`config.mk`:
```
export PLATFORM = sky130hd
export DESIGN_NAME = sc_power_seq
export DESIGN_NICKNAME = d
export VERILOG_FILES = /design/src/rtl/sc_power_seq.sv
export SDC_FILE = /design/constraint.sdc
export NUM_CORES = 1
export LEC_CHECK = 0
export ABC_AREA = 1
export ABC_CLOCK_PERIOD_IN_PS = 2500
export BUFFER_PORTS_ARGS = -buffer_cell sky130_fd_sc_hd__buf_2
export CAP_MARGIN = 25
export CORE_MARGIN = 2
export CORE_UTILIZATION = 45
export CTS_BUF_LIST = sky130_fd_sc_hd__clkbuf_16
export DETAILED_ROUTE_END_ITERATION = 16
export PLACE_DENSITY = 0.74
export SETUP_SLACK_MARGIN = 0.15
export SYNTH_ARGS = -nofsm -noshare
export SYNTH_HDL_FRONTEND = slang
export SYNTH_SLANG_ARGS = --single-unit
```
`constraint.sdc`:
```
create_clock -name clk -period 2.5 [get_ports clk]
set_input_delay 0.5 -clock clk [delete_from_list [all_inputs] [get_ports clk]]
set_output_delay 0.5 -clock clk [all_outputs]
set_load 0.02 [all_outputs]
```
`src/rtl/sc_power_seq.sv`:
```
module sc_power_seq #(
  parameter int CW = 8
) (
  input  logic          clk,
  input  logic          rst_n,
  input  logic          tick,
  input  logic          if_sel,
  input  logic [1:0]    vsel,
  input  logic          ready_mode,
  input  logic          supply_ok,
  input  logic          card_present,
  input  logic          overcurrent,
  input  logic          hold_rst,
  input  logic          deact_cmd,
  input  logic          ts_seen,
  input  logic [CW-1:0] sup_lim,
  input  logic [CW-1:0] rst_len,
  input  logic [CW-1:0] atr_lim,
  input  logic [1:0]    aux_in,
  input  logic [3:0]    clr_flags,
  output logic          vcc_en,
  output logic          card_io_en,
  output logic          card_clk_run,
  output logic          card_rst,
  output logic [1:0]    aux_out,
  output logic          irq,
  output logic          deact_done,
  output logic [3:0]    status,
  output logic [3:0]    flags
);
  typedef enum logic [3:0] {
    S_IDLE = 4'd0, S_PWR = 4'd1, S_IOW = 4'd2, S_CKW = 4'd3,
    S_RSTW = 4'd4, S_ATR = 4'd5, S_SESS = 4'd6,
    S_DRST = 4'd8, S_DCLK = 4'd9, S_DIO = 4'd10, S_DVCC = 4'd11
  } st_t;

  localparam logic [CW-1:0] CNT_MAX = '1;
  localparam logic [CW-1:0] CNT_ONE = CW'(1);

  st_t           state, nxt;
  logic [CW-1:0] cnt;
  logic          armed, io_q, clk_q;
  logic          active, sup_exp, go, abort, second_tick;
  logic          vto_evt, atr_evt, end_evt;

  assign active      = state inside {S_PWR, S_IOW, S_CKW, S_RSTW, S_ATR, S_SESS};
  assign sup_exp     = cnt >= sup_lim;
  assign go          = ready_mode ? supply_ok : (sup_exp && supply_ok);
  assign abort       = active && (!card_present || overcurrent || deact_cmd);
  assign second_tick = tick && (cnt == CNT_ONE);

  assign vto_evt = (state == S_PWR) && !go && sup_exp && !abort;
  assign atr_evt = (state == S_ATR) && !abort && !hold_rst && !ts_seen && (cnt >= atr_lim);
  assign end_evt = (state == S_DVCC) && tick;

  always_comb begin
    nxt = state;
    case (state)
      S_IDLE: if (if_sel && vsel != 2'b00 && armed) nxt = S_PWR;
      S_PWR:  if (go) nxt = S_IOW;
              else if (sup_exp) nxt = S_DRST;
      S_IOW:  if (second_tick) nxt = S_CKW;
      S_CKW:  if (second_tick) nxt = S_RSTW;
      S_RSTW: if (!hold_rst && cnt >= rst_len) nxt = S_ATR;
      S_ATR:  if (hold_rst) nxt = S_RSTW;
              else if (ts_seen || cnt >= atr_lim) nxt = S_SESS;
      S_SESS: if (hold_rst) nxt = S_RSTW;
      S_DRST: if (tick) nxt = S_DCLK;
      S_DCLK: if (tick) nxt = S_DIO;
      S_DIO:  if (tick) nxt = S_DVCC;
      S_DVCC: if (tick) nxt = S_IDLE;
      default: nxt = S_IDLE;
    endcase
    if (abort) nxt = S_DRST;
  end

  always_ff @(posedge clk or negedge rst_n) begin
    if (!rst_n) begin
      state      <= S_IDLE;
      cnt        <= '0;
      armed      <= 1'b1;
      io_q       <= 1'b0;
      clk_q      <= 1'b0;
      irq        <= 1'b0;
      deact_done <= 1'b0;
      flags      <= 4'b0000;
    end else begin
      state <= nxt;
      if (nxt != state || (state == S_RSTW && hold_rst)) cnt <= '0;
      else if (tick && cnt != CNT_MAX) cnt <= cnt + CNT_ONE;

      if (state == S_IDLE && nxt == S_PWR) armed <= 1'b0;
      else if (vsel == 2'b00) armed <= 1'b1;

      if (state == S_IOW && nxt == S_CKW) io_q <= 1'b1;
      else if (nxt == S_DIO) io_q <= 1'b0;

      if (state == S_CKW && nxt == S_RSTW) clk_q <= 1'b1;
      else if (nxt == S_DCLK) clk_q <= 1'b0;

      irq        <= atr_evt || end_evt;
      deact_done <= end_evt;
      flags      <= (flags & ~clr_flags) |
                    {active && overcurrent, active && !card_present, atr_evt, vto_evt};
    end
  end

  assign vcc_en       = (state != S_IDLE) && (state != S_DVCC);
  assign card_io_en   = io_q;
  assign card_clk_run = clk_q;
  assign card_rst     = (state == S_ATR) || (state == S_SESS);
  assign aux_out      = io_q ? aux_in : 2'b00;
  assign status       = state;
endmodule


```
== Word level (Yosys, flattened, before mapping) ==
Cells that the tools add are included.
Word-level totals
  bits in registers: 21
  bits of input ports: 43
Operators by class
  add/sub/neg operators: 1
  magnitude comparators: 3
  equality and inequality tests: 19
  muxes and demuxes: 25
  bitwise operators: 3
  reduce and logical (&&, ||, !) cells: 42
Operator list (number)
  $mux 4: 14
  $pmux 4 s11: 1
  $eq 4x4->1 const B: 6
  $ge 8x8->1: 3
  $logic_and 1x1->1: 22
  $eq 4x3->1 const B: 4
  $mux 8: 2
  $eq 4x2->1 const B: 3
  $reduce_bool 2->1: 5
  $add 8x1->8 const B: 1
  $eq 4x1->1 const B: 2
  $eq 8x1->1 const B: 1
  $ne 8x8->1 const B: 1
  $mux 1: 7
  $logic_or 1x1->1: 6
  $reduce_bool 6->1: 1
  $logic_not 1->1: 5
  $and 4x4->4: 1
  $logic_not 4->1: 1
  $ne 4x4->1: 1
  $ne 4x4->1 const B: 1
  $not 4->4: 1
  $or 4x4->4: 1
  $reduce_bool 4->1: 1
  other kinds (2): 2

== Longest topological paths before layout ==
Gate-level depths: netlist of the first run.
  depth in word-level cells: 10
  depth in mapped cells: 18

== Least setup slack after synthesis of the first run ==
No wires, ideal clock.
  path type: input -> register
  start: input sup_lim[7]
  end: register cnt[0]
  library setup time: 81 ps
  data arrival time: 1912 ps
  setup slack: 508 ps
  stages on the path: 12
  path buffers: 0
  path through: inv_1 ha_1 a21o_1 nor2_1 nand3_1 nor2_1 nand3_1 nand3_1 nand2_1 nand2_1 nand3_4 nor3_2
On the way
  cells in the longest elaborated chain, start to end: 9
Ends and longest elaborated chain
  start: declaration: line 16  | input logic [CW-1:0] sup_lim,
  $ge 8x8->1 *: line 47  | assign sup_exp = cnt >= sup_lim;
  $logic_and 1x1->1: line 48  | assign go = ready_mode ? supply_ok : (sup_exp && supply_ok);
  $mux 1: line 48
  $mux 4 *: line 60  | S_PWR: if (go) nxt = S_IOW;
  $pmux 4 s11 *: line 58  | case (state)
  $mux 4 *: line 74  | if (abort) nxt = S_DRST;
  $ne 4x4->1 *: line 89  | if (nxt != state || (state == S_RSTW && hold_rst)) cnt <= '0;
  $logic_or 1x1->1 *: line 89
  $mux 8 or $reduce_bool 2->1 (tied branches)
  end signal: assignment: line 90  | else if (tick && cnt != CNT_MAX) cnt <= cnt + CNT_ONE;
  end: declaration: line 41  | logic [CW-1:0] cnt;
Every way passes the cells marked *; elsewhere a longest branch is shown, timed or not.
A chain may end at the register's enable or synchronous reset.

== Worst setup path in the final report of the first run ==
  start: register cnt[7]
  end: register cnt[6]
On the way
  cells in the longest elaborated chain, start to end: 9
Ends and longest elaborated chain (line)
  $ge 8x8->1 (on tied branches): 66, 47
  $logic_or 1x1->1 or $logic_and 1x1->1 (tied branches): 66, 48
  $mux 4 or $mux 1 (tied branches): 66, 48
  $mux 4 (on tied branches): 65, 60
  $pmux 4 s11: 58
  $mux 4: 74
  $ne 4x4->1: 89
  $logic_or 1x1->1: 89
  $mux 8 or $reduce_bool 2->1 (tied branches)
Several ways; a longest one is shown, not always the timed one.

==> results of run 1 <==
==> per-stage QoR <==
step / cell area, um^2 / setup slack [ps] / utilization [%]
global placement: 2340 / 318 / 54.5
finish: 2450 / 351 / 57.1
CTS: 2420 / 265 / 56.4
floorplan: 1990 / 508 / -
detailed placement: 2340 / 218 / 54.5
global route: 2450 / 158 / 57.1
==> power groups by stage <==
stage	clock network (W)	logic [W]	registers (W)
after floorplan	0	0.000592	0.000516
after global placement	0	0.000860	0.000469
after global routing	0.000359	0.00101	0.000470
after CTS	0.000340	0.000889	0.000463
final	0.000331	0.000900	0.000461
after detailed placement	0	0.000873	0.000470
==> final cells by class <==
cell class	instances	area, um^2
flip-flops and latches	21	533
repair buffers	61	313
clock buffers	3	75.1
well taps	52	65.1
clock inverters	1	5.00
multi-input cells	197	1230
inverters	61	230
fillers	412	1840
==> synthesized netlist by cell type, drive strengths merged <==
library cell  instances  share of area (%)
nand3                21                6.6
o21a                  1               0.38
dfstp                 1                1.3
nand4                10                3.2
o21bai                1               0.38
dfrtp                20                 25
o21ai                 7                2.3
a21oi                11                3.0
clkinv                2               0.44
xnor2                 1               0.44
a21o                  2               0.76
a31oi                 1               0.32
or2                   2               0.63
nor3                  9                4.3
inv                  59                 11
ha                   26                 16
o22ai                 3               0.95
nand3b                3                1.1
nor2                 31                6.1
xor2                  6                2.6
nand2                62                 12
==> registers in the layout (all words and copies together), names as in the netlist <==
name and cells:
cnt 8, card_clk_run 1, status 4, deact_done 1, armed 1, irq 1
flags 4, card_io_en 1
==> cell usage in the layout (no fill, tap or decap), types with 2 or more instances in the layout <==
| cell type | netlist | layout |
|---|---|---|
| a21o_1 | 2 | 2 |
| a21oi_1 | 10 | 10 |
| buf_2 | 0 | 58 |
| buf_4 | 0 | 3 |
| clkbuf_16 | 0 | 3 |
| clkinv_2 | 1 | 2 |
| dfrtp_1 | 20 | 15 |
| dfrtp_2 | 0 | 5 |
| ha_1 | 26 | 26 |
| inv_1 | 55 | 55 |
| inv_2 | 4 | 4 |
| nand2_1 | 58 | 58 |
| nand2_2 | 3 | 3 |
| nand3_1 | 19 | 19 |
| nand3_4 | 2 | 2 |
| nand3b_1 | 3 | 3 |
| nand4_1 | 10 | 10 |
| nor2_1 | 29 | 28 |
| nor2_2 | 2 | 3 |
| nor3_2 | 8 | 8 |
| o21ai_0 | 4 | 4 |
| o21ai_2 | 3 | 3 |
| o22ai_1 | 3 | 3 |
| or2_2 | 2 | 2 |
| xor2_1 | 6 | 6 |
==> cells by family after synthesis <==
group / after synthesis / synth area share (%)
buffers and inverters: 61 / 11.6
xor gates and xnor gates: 7 / 3.09
AOI/OAI and AO/OA: 26 / 8.07
and+or+nand+nor: 138 / 34.3
adders and majority gates: 26 / 16.4
DFF: 21 / 26.5
==> per-layer routing <==
layer | routed length (um) | track usage [%] | up-vias
met5 | 0 | 0 | -
met4 | 54 | 4.49 | 0
met3 | 250 | 1.88 | 6
met2 | 2310 | 36.3 | 56
met1 | 1960 | 24.6 | 858
li1 | - | - | 1025
==> final timing paths <==
check / startpoint / to / slack, ps / cells past startpoint
worst min-delay path: rst_n / flags[0] / 200 / 1
worst min register to register: armed / armed / 480 / 2
worst max-delay path: cnt[7] / cnt[6] / 350 / 11
min in group clk: clr_flags[1] / flags[1] / 430 / 2
worst max register to register: cnt[7] / cnt[6] / 350 / 11
max in group asynchronous: rst_n / cnt[7] / 1950 / 1
==> critical path, stage by stage (launching register included) <==
cell and delay (ps):
dfrtp_2 480, ha_1 320, a21o_1 190, nor2_2 140, nand3_1 110, nor2_1 100
nand3_1 80, nand3_1 110, nand2_1 110, nand2_1 120, nand3_4 150, nor3_2 150
==> what timing repair did <==
item                                    in CTS  in global routing
resized for setup                            0                  6
buffers inserted                             0                  3
endpoints found under the setup margin       0                  8
==> results.json, run 1 <==
{
  "rows": 24,
  "hold_buffers": 0,
  "dp.cells": 389,
  "p_sw_share_pct": 47.1,
  "pwr-share-seq_pct": 27.3,
  "worstSetupEndpointType": "flop",
  "syn-num-nets": 348,
  "max_slew.worst_pin.slew_ps": 468,
  "hold_viol": 0,
  "grt_overflow": 0,
  "area_growth_syn_to_layout_pct": 23.5,
  "setup_viol": 0,
  "routabilityCongestion": 0.872,
  "drive_above_1_share_pct": 28.8,
  "yosysSeqAreaShare_pct": 26.5,
  "num-nets-final": 414,
  "clkLatencyLatePin_ps": 250,
  "ys_ff_latch": 21,
  "die_y_um": 70.4,
  "finalHoldWorstSlack_ps": 198,
  "htree_levels": 1,
  "antenna_found_initial": 0,
  "power_frac_comb_pct": 53.2,
  "timing.final.max_slew_violations": 0,
  "clkTransAtPathRegs_ps": 60,
  "finalCritPeriodShare_pct": 86.0,
  "io_pins": 59,
  "routed_wl_mm": 4.57,
  "ctsRootBufferMaster": "clkbuf_16",
  "ant_nets": 0,
  "arrival_ps": 2320,
  "syn_avg_cell_area_um2": 7.12,
  "layout.cells.non_filler": 396,
  "grt_max_degree": 22,
  "p_leak_nw": 1.44,
  "antenna_cells": 0,
  "cts_buffers": 3,
  "rsz0062_at_grt": "false",
  "cellPowerDensity_mw_per_mm2": 690,
  "grt_first_pass_wirelength_mm": 7.93,
  "path_max_fanout": 8,
  "grt_pass1_vias": 1869,
  "hpwl_mm": 3.75,
  "setup_tns_ps": 0,
  "worstSetupPathType": "flop to flop",
  "start_util_pct": 46.2,
  "clkSinkCount": 21,
  "track_usage_pct": 19.7,
  "routedWlPerCell_um": 11.5,
  "cts_tree": "done",
  "clock_path_buffers": 2,
  "hp-class": "input port to asynchronous set/reset pin",
  "skew_ps": 1.99,
  "crit_required_ps": 2670,
  "ys_warn_count": 0,
  "fin_crit_ps": 2150,
  "maxCapViolations": 0,
  "start_kind": "flop",
  "fp.dieW_um": 70.4,
  "drt_first_pass_iters": 4,
  "drc": 0,
  "power.internal_w": 0.000895,
  "dr.first_iter.drc_count": 99,
  "yosysUniqueCellTypes": 30,
  "switching_power_w": 0.000797,
  "slew_headroom_pct": 68.8,
  "total_power_w": 0.00169,
  "synth_cells": 279,
  "fmax_mhz": 465,
  "dr_total_vias": 1945,
  "via_per_inst": 4.91,
  "run_status": "finished, final reports clean",
  "dieArea_mm2": 0.00496,
  "port_buffers": 58,
  "core_area_mm2": 0.00429,
  "pwr-share-clk_pct": 19.6,
  "syn-cell-area_mm2": 0.00199,
  "ir_drop_uv": 408
}
(Power assumes the default switching activity.)
==> inputs of run 2 (changes only) <==
--- a/config.mk
+++ b/config.mk
@@ -13,6 +13,7 @@
 export CORE_UTILIZATION = 45
 export CTS_BUF_LIST = sky130_fd_sc_hd__clkbuf_16
 export DETAILED_ROUTE_END_ITERATION = 16
+export GPL_TIMING_DRIVEN = 0
 export PLACE_DENSITY = 0.74
 export SETUP_SLACK_MARGIN = 0.15
 export SYNTH_ARGS = -nofsm -noshare
==> run 2 against run 1 <==
Power is 0.80% lower. Highest routed layer unchanged. Via count is 0.77% lower. Flip-flop and latch count stayed put. Final cell count is 0.76% lower. First-iteration DRC count is 13% lower. Combinational power is 2% lower. Critical path depth stayed put. Wire length is 5.1% lower. Non-clock buffer count is 3 lower.
==> results.json, run 2 (synthesis gave the netlist of run 1 again) <==
{
  "run_status": "finished, final reports clean",
  "arrival_ps": 2270,
  "grt_first_pass_wirelength_mm": 7.79,
  "routed_wl_mm": 4.33,
  "fin_crit_ps": 2100,
  "cts_setup_buffers": 0,
  "critPathLaunch": "cnt[7]",
  "drive_above_1_share_pct": 28.7,
  "cts_buffers": 3,
  "ant_nets": 0,
  "path_max_fanout": 8,
  "setup_tns_ps": 0,
  "largest_register_ffs": 8,
  "n_fill_cell": 430,
  "clock_path_buffers": 2,
  "drt_first_pass_iters": 4,
  "start_kind": "flop",
  "antenna_cells": 0,
  "utilization_pct": 56.7,
  "rows": 24,
  "start_util_pct": 46.2,
  "hpwl_mm": 3.60,
  "cellPowerDensity_mw_per_mm2": 690,
  "track_usage_pct": 18.9,
  "finalCritPeriodShare_pct": 84.2,
  "critPathMaxStageDelay_ps": 470,
  "layout_commonest_cell": "buf_2",
  "hold_viol": 0,
  "clkLatencyLatePin_ps": 250,
  "cts_tree": "done",
  "hp-class": "input port to asynchronous set/reset pin",
  "dp.cells": 389,
  "max_slew.worst_pin.slew_ps": 475,
  "io_pins": 59,
  "grtUsageMet1_pct": 25.6,
  "crit_cells": 11,
  "crit_chain": "ha_1 -> a21o_1 -> nor2_2 -> nand3_1 -> nor2_1 -> nand3_1 -> nand3_1 -> nand2_2 -> nand2_1 -> nand3_4 -> nor3_2",
  "die_y_um": 70.4,
  "grt_overflow": 0,
  "ctsRootBufferMaster": "clkbuf_16",
  "drc": 0,
  "cp-endpoint": "cnt[1]",
  "clkSinkCount": 21,
  "crit_required_ps": 2670,
  "antenna_found_initial": 0,
  "routabilityCongestion": 0.865,
  "reg2reg_from": "cnt[7]",
  "critPathSlowestCell": "dfrtp_2",
  "dr.first_iter.drc_count": 86,
  "grt_pass1_vias": 1856,
  "p_leak_nw": 1.43,
  "r2r_cells": 11,
  "maxCapViolations": 0,
  "slew_headroom_pct": 68.3,
  "routedWlPerCell_um": 11.0,
  "fmax_mhz": 475,
  "num-nets-final": 411,
  "via_per_inst": 4.91,
  "finalHoldWorstSlack_ps": 198,
  "timing.final.max_slew_violations": 0,
  "critPathBufInv": 0,
  "htree_levels": 1,
  "r2r-end": "cnt[1]",
  "core_area_mm2": 0.00429,
  "layout_common_cells": "58 x buf_2, 57 x nand2_1, 55 x inv_1, 27 x nor2_1, 26 x ha_1",
  "area_growth_syn_to_layout_pct": 22.6,
  "r2r_slack_ps": 400,
  "grt_max_degree": 22,
  "rsz0062_at_grt": "false",
  "largest_register": "cnt",
  "dieArea_mm2": 0.00496,
  "busiest_layer": "met2",
  "global_route.usage.met2_pct": 33.2,
  "layout.cells.non_filler": 393,
  "worstSetupPathType": "flop to flop",
  "crit_top_cell": "nand3_1",
  "ir_drop_uv": 346,
  "fp.dieW_um": 70.4,
  "dr_total_vias": 1930,
  "worstSetupEndpointType": "flop",
  "port_buffers": 58,
  "setup_viol": 0,
  "clkTransAtPathRegs_ps": 60,
  "skew_ps": 2.58,
  "path_delay_family": "simple AND/OR/NAND/NOR gates",
  "met3_usage_pct": 1.30
}
==> run 2: changes by cell type in the layout (fill, tap and decap cells not counted) <==
cell,delta
nand2_2,+1
nor2_2,+1
nand2_1,-1
nor2_1,-1
buf_4,-3
inv_2,+1
clkinv_2,-1
==> run 2: worst reg2reg max path, stage by stage, from the launching register on <==
cell     delay, ps
dfrtp_2        470
ha_1           320
a21o_1         190
nor2_2         140
nand3_1        120
nor2_1         100
nand3_1         80
nand3_1        110
nand2_2         90
nand2_1        110
nand3_4        150
nor3_2         140
==> run 2: worst min path at each step <==
stage / startpoint / end / slack, ps
after floorplan: rst_n / card_clk_run / 200
after global placement: armed / armed / 470
after detailed placement: armed / armed / 480
after CTS: rst_n / status[3] / 220
after global routing: rst_n / status[1] / 240
final: rst_n / status[3] / 200
==> run 2: report_power, final <==
group	switching, W	internal (W)
clock network	0.000120	0.000213
logic	0.000602	0.000279
registers	0.0000644	0.000400
total	0.000786	0.000892
==> run 2: stage by stage <==
| step | power (W) | instance area (um^2) | setup WS [ps] |
|---|---|---|---|
| final | 0.00168 | 2430 | 395 |
| after global routing | 0.00182 | 2430 | 163 |
| after CTS | 0.00168 | 2420 | 281 |
| after detailed placement | 0.00135 | 2340 | 191 |
| after global placement | 0.00133 | 2340 | 269 |
| after floorplan | 0.00111 | 1990 | 508 |
==> run 2: metal layers <==
metal	part of all wire (%)	vias up	wire, um
met2	50	36	2150
met4	0.92	0	40
met1	46	876	1990
met3	3.5	4	150
li1	-	1014	-
met5	0	-	0
==> run 2: repair_timing <==
action / in CTS / in global routing
resized for setup: 0 / 9
hold buffers: 0 / 0
setup endpoints to repair: 0 / 8
==> run 2: area by class of cell <==
cell class                      count  area, um^2  share of cell area [%]
Tap cell                           52        65.1                    2.67
Multi-Input combinational cell    197        1240                    50.8
Timing Repair Buffer               58         290                    11.9
Sequential cell                    21         533                    21.9
Clock buffer                        3        75.1                    3.08
Clock inverter                      1        3.75                   0.154
Inverter                           61         230                    9.46
==> inputs of run 3 (changes only) <==
--- a/config.mk
+++ b/config.mk
@@ -6,7 +6,7 @@
 export NUM_CORES = 1
 export LEC_CHECK = 0
 export ABC_AREA = 1
-export ABC_CLOCK_PERIOD_IN_PS = 2500
+export ABC_CLOCK_PERIOD_IN_PS = 2200
 export BUFFER_PORTS_ARGS = -buffer_cell sky130_fd_sc_hd__buf_2
 export CAP_MARGIN = 25
 export CORE_MARGIN = 2
==> constraint.sdc (replaced) <==
create_clock -name clk -period 2.2 [get_ports clk]
set_input_delay 0.44 -clock clk [delete_from_list [all_inputs] [get_ports clk]]
set_output_delay 0.44 -clock clk [all_outputs]
set_load 0.02 [all_outputs]
==> run 3 against run 2 <==
Critical endpoint is now cnt[0]. Register-to-register slack worse by 260 ps. First-iteration DRC count up 44%. Clock skew about the same. Final cell count up 2.8%. Combinational power up 27%. Critical path type unchanged. Sequential power up 16%.
==> results.json, run 3 (synthesis gave the netlist of run 1 again) <==
{
  "run_status": "finished, final reports clean",
  "dr_total_vias": 2028,
  "dieArea_mm2": 0.00496,
  "grt_first_pass_wirelength_mm": 8.24,
  "slew_headroom_pct": 68.2,
  "clock_path_buffers": 2,
  "worstSetupPathType": "flop to flop",
  "cellPowerDensity_mw_per_mm2": 760,
  "layout.cells.non_filler": 404,
  "start_kind": "flop",
  "grt_overflow": 0,
  "clkLatencyLatePin_ps": 250,
  "path_max_fanout": 8,
  "crit_chain": "inv_1 -> ha_1 -> nand3_1 -> nand3b_1 -> o21ai_2 -> nand2_2 -> xor2_2 -> a21oi_2 -> nand3_4 -> nor3_2",
  "p_leak_nw": 1.50,
  "drive_above_1_share_pct": 39.2,
  "largest_register": "cnt",
  "cts_buffers": 3,
  "rsz0062_at_grt": "true",
  "die_y_um": 70.4,
  "timing.final.max_slew_violations": 0,
  "clkSinkCount": 21,
  "fmax_mhz": 485,
  "via_per_inst": 5.02,
  "fp.dieW_um": 70.4,
  "track_usage_pct": 20.1,
  "worstSetupEndpointType": "flop",
  "antenna_found_initial": 0,
  "skew_ps": 2.67,
  "hold_buffers": 0,
  "largest_register_ffs": 8,
  "critPathSlowestCell": "dfrtp_2",
  "n_fill_cell": 390,
  "clkTransAtPathRegs_ps": 60,
  "critPathBufInv": 1,
  "rows": 24,
  "core_area_mm2": 0.00429,
  "hold_viol": 0,
  "hpwl_mm": 3.60,
  "multi_input_area_mm2": 0.00140,
  "maxCapViolations": 0,
  "port_buffers": 58,
  "fin_crit_ps": 2060,
  "setup_ws_ps": 137,
  "arrival_ps": 2240,
  "htree_levels": 1,
  "routed_wl_mm": 4.89,
  "dp.cells": 389,
  "max_slew.worst_pin.slew_ps": 478,
  "area_growth_syn_to_layout_pct": 35.2,
  "layout_commonest_cell": "buf_2",
  "routabilityCongestion": 0.865,
  "start_util_pct": 46.2,
  "path_delay_family": "simple AND/OR/NAND/NOR gates",
  "antenna_cells": 0,
  "grt_max_degree": 22,
  "pre_cts_ws_ps": -48.9,
  "critPathMaxStageDelay_ps": 490,
  "crit_required_ps": 2370,
  "num-nets-final": 422,
  "ir_drop_uv": 414,
  "io_pins": 59,
  "finalCritPeriodShare_pct": 93.8,
  "layout_common_cells": "58 x buf_2, 54 x inv_1, 50 x nand2_1, 24 x nor2_1, 19 x ha_1",
  "seq_area_um2": 538,
  "ctsRootBufferMaster": "clkbuf_16",
  "drt_first_pass_iters": 4,
  "cts_tree": "done",
  "hp-class": "input port to asynchronous set/reset pin",
  "drc": 0,
  "routedWlPerCell_um": 12.1,
  "ant_nets": 0,
  "grt_pass1_vias": 1957,
  "setup_viol": 0,
  "dr.first_iter.drc_count": 124
}
run 3: metal layers:
| layer | vias to the layer above | track usage [%] | wire (um) |
|---|---|---|---|
| met3 | 8 | 1.59 | 210 |
| li1 | 1036 | - | - |
| met1 | 934 | 26.7 | 2150 |
| met4 | 0 | 4.06 | 86 |
| met2 | 50 | 35.7 | 2440 |
| met5 | - | 0 | 0 |
run 3: area by class of cell:
class / count / area share [%]
tap: 52 / 2.42
clock buffer: 3 / 2.80
multi-input combinational: 197 / 52.0
clock inverter: 1 / 0.140
timing repair buffer: 69 / 14.0
inverter: 61 / 8.58
sequential: 21 / 20.0
run 3: path summary, 6_finish.rpt:
kind | start | to | slack [ps] | depth (start not counted)
worst max-delay path | cnt[1] | cnt[0] | 140 | 10
worst min-delay path | rst_n | status[3] | 140 | 1
worst max register to register | cnt[1] | cnt[0] | 140 | 10
worst min register to register | armed | armed | 480 | 2
max in group asynchronous | rst_n | cnt[1] | 1700 | 1
min in group clk | clr_flags[0] | flags[0] | 370 | 2
run 3: repair_timing:
| action | in CTS | in global routing |
|---|---|---|
| pin swaps | 3 | 20 |
| buffers inserted | 7 | 4 |
| endpoints found under the setup margin | 8 | 9 |
| resized for setup | 17 | 24 |
run 3: per-stage QoR:
stage	TNS [ps]	area, um^2	util, %	total power (W)	hold slack, ps
6_report	0	2680	62.5	0.00204	139
5_1_grt	-141	2680	62.5	0.00220	184
4_1_cts	0	2530	58.9	0.00196	162
3_5_place_dp	-225	2340	54.5	0.00153	428
3_3_place_gp	0	2340	54.5	0.00151	424
2_1_floorplan	0	1990	-	0.00126	144
run 3: report_power, final:
| group | internal (W) | leakage, nW | total [W] | switching (W) |
|---|---|---|---|---|
| Clock | 0.000242 | 0.0423 | 0.000378 | 0.000136 |
| Combinational | 0.000378 | 1.20 | 0.00112 | 0.000744 |
| Sequential | 0.000458 | 0.266 | 0.000539 | 0.0000818 |
